File: src/rtl/flash_bank_sequencer.sv
module flash_bank_sequencer #(
  parameter int BANK_BYTES = 8192,
  parameter int FAW = 13,
  parameter int SETTLE = 100,
  parameter int TIMEOUT = 1000000,
  localparam int AW = $clog2(BANK_BYTES)
)(
  input  logic           clk,
  input  logic           rst_n,
  input  logic           start,
  input  logic           unlock_mode,
  output logic [FAW-1:0] fl_addr,
  output logic [7:0]     fl_wdata,
  output logic           fl_we,
  output logic           fl_re,
  input  logic [7:0]     fl_rdata,
  output logic [AW-1:0]  src_addr,
  input  logic [7:0]     src_data,
  output logic           busy,
  output logic           done,
  output logic [4:0]     err
);
  localparam int GW = $clog2(SETTLE + 2);
  localparam int PW = $clog2(TIMEOUT + 1);
  localparam logic [AW-1:0] LAST = AW'(BANK_BYTES - 1);
  localparam logic [FAW-1:0] MAGIC_A = FAW'(12'h555);
  localparam logic [FAW-1:0] MAGIC_B = FAW'(12'h2AA);

  typedef enum logic [3:0] {S_IDLE, S_SEQ, S_PCMD, S_PRD, S_PCAP, S_CLR, S_VRD, S_VCAP, S_FIN} st_t;

  st_t            st;
  logic           mode, prog, second;
  logic [2:0]     step;
  logic [AW-1:0]  idx;
  logic [GW-1:0]  gap;
  logic [PW-1:0]  polls;
  logic [7:0]     first;
  logic [4:0]     err_q;
  logic [FAW-1:0] cmd_a;
  logic [7:0]     cmd_d;
  logic           cmd_last;

  wire            act    = (gap == '0);
  wire [FAW-1:0]  idx_a  = FAW'(idx);
  wire            ready  = mode ? (second && ((first ^ fl_rdata) == 8'h00)) : fl_rdata[7];
  wire            expire = (polls == PW'(TIMEOUT - 1));
  wire            mis    = (fl_rdata != (prog ? src_data : 8'hFF));

  assign busy     = (st != S_IDLE);
  assign done     = (st == S_FIN);
  assign err      = err_q;
  assign src_addr = idx;
  assign fl_we    = act && (st == S_SEQ || st == S_CLR || st == S_PCMD);
  assign fl_re    = act && (st == S_PRD || st == S_VRD);
  assign fl_addr  = cmd_a;
  assign fl_wdata = cmd_d;

  always_comb begin
    cmd_a = '0;
    cmd_d = 8'h00;
    cmd_last = 1'b1;
    case (st)
      S_SEQ: begin
        if (!mode) begin
          cmd_last = (step == 3'd1);
          if (!prog) cmd_d = (step == 3'd0) ? 8'h20 : 8'hD0;
          else begin
            cmd_a = idx_a;
            cmd_d = (step == 3'd0) ? 8'h40 : src_data;
          end
        end else if (!prog) begin
          cmd_last = (step == 3'd5);
          case (step)
            3'd0, 3'd3: begin cmd_a = MAGIC_A; cmd_d = 8'hAA; end
            3'd1, 3'd4: begin cmd_a = MAGIC_B; cmd_d = 8'h55; end
            3'd2:       begin cmd_a = MAGIC_A; cmd_d = 8'h80; end
            default:    cmd_d = 8'h30;
          endcase
        end else begin
          cmd_last = (step == 3'd3);
          case (step)
            3'd0:    begin cmd_a = MAGIC_A; cmd_d = 8'hAA; end
            3'd1:    begin cmd_a = MAGIC_B; cmd_d = 8'h55; end
            3'd2:    begin cmd_a = MAGIC_A; cmd_d = 8'hA0; end
            default: begin cmd_a = idx_a;   cmd_d = src_data; end
          endcase
        end
      end
      S_CLR: begin
        if (!mode) begin
          cmd_last = (step == 3'd1);
          cmd_d = (step == 3'd0) ? 8'h50 : 8'hFF;
        end else cmd_d = 8'hF0;
      end
      S_PCMD: cmd_d = 8'h70;
      S_VRD:  cmd_a = idx_a;
      default: ;
    endcase
  end

  always_ff @(posedge clk or negedge rst_n) begin
    if (!rst_n) begin
      st <= S_IDLE; mode <= 1'b0; prog <= 1'b0; second <= 1'b0;
      step <= '0; idx <= '0; gap <= '0; polls <= '0; first <= '0; err_q <= '0;
    end else begin
      if (!act) gap <= gap - 1'b1;
      if (fl_we) gap <= GW'(SETTLE);
      case (st)
        S_IDLE: if (start) begin
          mode <= unlock_mode; prog <= 1'b0; step <= '0; idx <= '0;
          err_q <= '0; second <= 1'b0; st <= S_SEQ;
        end
        S_SEQ: if (act) begin
          if (cmd_last) begin
            step <= '0; polls <= '0; second <= 1'b0;
            st <= mode ? S_PRD : S_PCMD;
          end else step <= step + 1'b1;
        end
        S_PCMD: if (act) st <= S_PRD;
        S_PRD:  if (act) st <= S_PCAP;
        S_PCAP: begin
          if (mode && !second) begin
            first <= fl_rdata; second <= 1'b1; st <= S_PRD;
          end else begin
            second <= 1'b0;
            polls <= polls + 1'b1;
            if (ready || expire) begin
              if (ready && !mode && ((fl_rdata & 8'h38) != 8'h00)) err_q[4] <= 1'b1;
              if (!ready) err_q[prog ? 2 : 0] <= 1'b1;
              step <= '0;
              if (!prog || !ready || idx == LAST) st <= S_CLR;
              else begin idx <= idx + 1'b1; st <= S_SEQ; end
            end else st <= mode ? S_PRD : S_PCMD;
          end
        end
        S_CLR: if (act) begin
          if (cmd_last) begin step <= '0; idx <= '0; st <= S_VRD; end
          else step <= step + 1'b1;
        end
        S_VRD: if (act) st <= S_VCAP;
        S_VCAP: begin
          if (mis) err_q[prog ? 3 : 1] <= 1'b1;
          if (idx == LAST) begin
            if (!prog && !(err_q[0] || err_q[1] || mis)) begin
              prog <= 1'b1; idx <= '0; step <= '0; st <= S_SEQ;
            end else st <= S_FIN;
          end else begin
            idx <= idx + 1'b1; st <= S_VRD;
          end
        end
        S_FIN: st <= S_IDLE;
        default: st <= S_IDLE;
      endcase
    end
  end


  strobe_excl_chk: assert property (@(posedge clk) disable iff (!rst_n) !(fl_we && fl_re));

  settle_gap_chk: assert property (@(posedge clk) disable iff (!rst_n)
    (SETTLE > 0 && fl_we) |=> !(fl_we || fl_re));

  done_release_chk: assert property (@(posedge clk) disable iff (!rst_n) done |=> !busy);

  idle_quiet_chk: assert property (@(posedge clk) disable iff (!rst_n) !busy |-> !(fl_we || fl_re));

  poll_bound_chk: assert property (@(posedge clk) disable iff (!rst_n) polls <= PW'(TIMEOUT));

  erase_gate_chk: assert property (@(posedge clk) disable iff (!rst_n)
    (fl_we && prog) |-> !(err_q[0] || err_q[1]));
endmodule

File: config.mk
export PLATFORM = sky130hd
export DESIGN_NAME = flash_bank_sequencer
export DESIGN_NICKNAME = d
export VERILOG_FILES = /design/src/rtl/flash_bank_sequencer.sv
export SDC_FILE = /design/constraint.sdc
export NUM_CORES = 1
export LEC_CHECK = 0
export BUFFER_PORTS_ARGS = -buffer_cell sky130_fd_sc_hd__clkbuf_2
export CORE_AREA = 2 2 88 90
export DETAILED_ROUTE_END_ITERATION = 8
export DIE_AREA = 0 0 90 92
export PLACE_DENSITY = 0.86
export SYNTH_ARGS = -nofsm -noshare
export SYNTH_HDL_FRONTEND = slang
export SYNTH_SLANG_ARGS = --single-unit
File: constraint.sdc
create_clock -name clk -period 6.7 [get_ports clk]
set_clock_uncertainty 0.05 [all_clocks]
set_input_delay 0.67 -clock clk [delete_from_list [all_inputs] [get_ports clk]]
set_output_delay 0.67 -clock clk [all_outputs]
set_load 0.01 [all_outputs]
==> results_dict.tcl <==
set metrics [dict create \
    synthMostInstantiatedCell "nand2_1" \
    first_pass_grt_wire_length_um 18710 \
    finalWorstPathRequiredPeriod_ps 3921 \
    first_pass_iters 5 \
    synth_seq_cells 63 \
    cts_root_buffer "clkbuf_8" \
    ys_seq_area_share_pct 36.54 \
    netlist_top_cells_area "dfrtp_1 37%, nand2_1 7.2%, o21ai_0 5.2%" \
    timing.hold.worst.class "reg -> reg" \
    floorplan.die_area_um2 8280 \
    intPower_mw 0.9562 \
    crit_chain "clkinv_1, a311o_1, o21ai_0, nand2_1, nand2_1, clkbuf_2" \
    rows 32 \
    cp_top_family "compound AO/OA/AOI/OAI gates" \
    hold_buffers 0 \
    synthCells 523 \
    syn_area_um2 4314 \
    cts_buffers 9 \
    tritoncts "done" \
    grt_use_total_pct 27.71 \
    num-nets-final 607 \
    die_y_um 92 \
    cts-resized-gates 0 \
    grt_pass1_vias 3855 \
    synth_enable_flop_cells 0 \
    cp-end-kind "output port" \
    rsz0062_at_grt "no" \
    floorplan.initialDensity_pct 57.93 \
    post_synth_most_frequent_cells "83 x nand2_1, 63 x dfrtp_1, 45 x o21ai_0, 40 x nor2_1, 22 x nand3_1" \
    seqPwrFrac_pct 34.7 \
    crit_path_start_kind "flip-flop" \
    cpMostUsedCell "nand2_1" \
    combined_buffer_and_inverter_count_along_the_critical_path 2 \
    worstSkewPairLatency_ps 360 \
    detail_route.iter0.violations 331 \
    crit_path_max_fanout 35 \
    leakagePower_nw 2.152 \
    met1_length_um 4766 \
    syn_area_per_cell_um2 8.249 \
    final-max-slew-violation-count 0 \
    routed_wl_met3_um 981 \
    finalSetupTns_ps 0 \
    clk_pin_slew_worst_paths_ps 70 \
    detailroute.wirelength.met2_um 5332 \
    area.growth.synth_to_final_pct 13.02 \
    hold_viol_final 0 \
    mappedNetlistNets 551 \
    transition_at_the_pin_with_the_smallest_max_transition_slack_ps 949.2 \
    combinationalPowerShare_pct 46.8 \
    async_sr_flop_fraction_pct 100.0 \
    antenna_cells_inserted 0 \
    total_of_buffers_placed_on_input_and_output_ports 62 \
    hpwl_um 8024 \
    clkPwrFrac_pct 18.5 \
    postRouteAntennaNets 0 \
    io-pin-count 63 \
    detail_route.drc_violations 0 \
    total_wire_length_um 11220 \
    gp_congestion 0.9242 \
    cts.sinks 63 \
    synthDominantAreaCellType "dfrtp_1" \
    clk_path_buf_depth 2 \
    route.top_layer_used "met4" \
    post-cts-setup-buffer-count 0 \
    grt_start_max_net_pins 64 \
    timing.max_slew.rel_slack_pct 36.72 \
    p_sw_mw 0.7739 \
    power.density_cell_area_nw_per_um2 354.8 \
    synthFlopType "dfrtp_1" \
    critical_path.slowest_cell "dfrtp_1" \
    timing.final.setup_violations 0 \
    routed_via_density 6.222 \
    cp_data_required_time_ps 5980 \
    netlist.area_leader.share_pct 36.54 \
    die_x_um 90 \
    worst_ir_drop_vdd_mv 0.2455 \
    floorplan.core_area_um2 7447 \
    htreeDepth 3 \
    synthDistinctLibCells 62 \
    worst_hold_slack_ps 423.3 \
    wl_per_cell_um 16.36 \
    cp_arrival_ps 3200 \
    vias 4268 \
    run_status "finished, final reports clean" \
    globalRouteOverflowTotal 0 \
    yosys_warnings 0 \
    finalCritPeriodShare_pct 58.52 \
    path_class "reg -> out" \
    max_clock_freq_ghz 0.2551 \
    layout-drive-gt1-share_pct 17.47 \
    cp_slowest_stage_delay_ps 960 \
    fillers 637 \
    grt_antenna_before_repair 0 \
    cap_viol_max_count 0 \
    switching_part_of_the_total_pct 44.73 \
]
==> worst register-to-register path, stage by stage, from the launching register on <==
cell	delay (ps)
dfrtp_1	960
and4bb_1	330
a22o_1	160
o22ai_1	130
or3_1	380
a311o_1	600
o311ai_0	480
o41ai_2	140
==> path summary, 6_finish.rpt <==
kind | from | to | slack [ps] | cells after the start
max in group asynchronous | rst_n | step[2]$_DFFE_PN0P_ | 5650 | 2
max | prog$_DFFE_PN0P_ | fl_addr[9] | 2780 | 6
min reg2reg | gap[0]$_DFFE_PN0P_ | gap[0]$_DFFE_PN0P_ | 420 | 1
min | gap[0]$_DFFE_PN0P_ | gap[0]$_DFFE_PN0P_ | 420 | 1
min in group asynchronous | rst_n | polls[12]$_DFFE_PN0P_ | 430 | 2
max reg2reg | prog$_DFFE_PN0P_ | src_addr[4]$_DFFE_PN0P_ | 3320 | 7
==> power groups by stage <==
stage	sequential, mW	clock (mW)	combinational (mW)
6_report	0.600	0.320	0.810
4_1_cts	0.597	0.323	0.800
3_3_place_gp	0.596	0	0.782
5_1_grt	0.615	0.342	0.896
3_5_place_dp	0.604	0	0.797
2_1_floorplan	0.547	0	0.625
==> cells in the final DEF, fill, tap and decap left out, types with 4 or more instances in the layout <==
cell type and instances:
nand3_1 22, a21o_1 6, o21ai_0 45, ha_1 8, mux2_2 13, nor2_1 40
o211ai_1 4, nor4_1 7, o31ai_1 7, or4_1 7, a22o_1 6, a21oi_1 19
dfrtp_1 63, xor2_1 8, a31oi_1 11, nand4_1 12, and3_1 5, o22ai_1 8
nand2b_1 6, clkbuf_2 62, inv_1 13, nor2b_1 4, nand2_1 83, xnor2_1 17
or3_1 12, nor3_1 17, and2_1 5, a21boi_0 4, clkbuf_8 12
==> logic make-up (layout without fill, tap and decap cells) <==
family | Yosys count | after routing | synth area share [%]
flops | 63 | 63 | 36.54
buf+inv | 35 | 96 | 3.451
simple gates | 241 | 241 | 28.34
mux | 16 | 16 | 4.089
xor+xnor | 25 | 25 | 5.075
fa+ha+maj | 8 | 8 | 2.320
compound gates | 135 | 135 | 20.19
==> stage by stage <==
step | instance area (um2) | setup slack (ps) | power, mW | util [%] | std cells
final | 4876 | 2779 | 1.730 | 65.47 | 686
after global routing | 4876 | 2572 | 1.854 | 65.47 | 686
after global placement | 4682 | 3470 | 1.379 | 62.87 | 670
after detailed placement | 4682 | 3294 | 1.401 | 62.87 | 670
after CTS | 4876 | 2876 | 1.720 | 65.47 | 686
after floorplan | 4314 | 3949 | 1.171 | - | 523
==> registers in the layout, indices dropped and copies added (netlist names) <==
register	flops
src_addr	13
err	5
first	8
polls	20
second	1
st	4
mode	1
prog	1
gap	7
step	3
==> layer usage <==
metal | global-route usage (%) | vias to the layer above
met5 | 0 | -
met4 | 8.718 | 0
met3 | 5.094 | 15
met2 | 46.05 | 239
met1 | 36.95 | 1970
li1 | - | 2044
==> cell type report <==
type	count	area [um2]	share of cell area (%)
clock buffer	12	165.2	3.387
clock inverter	4	28.78	0.5902
inverter	15	56.30	1.155
multi-input combinational	425	2589	53.09
sequential	63	1577	32.33
tap	102	127.6	2.617
timing repair buffer	65	332.8	6.826
(Power assumes the default switching activity.)
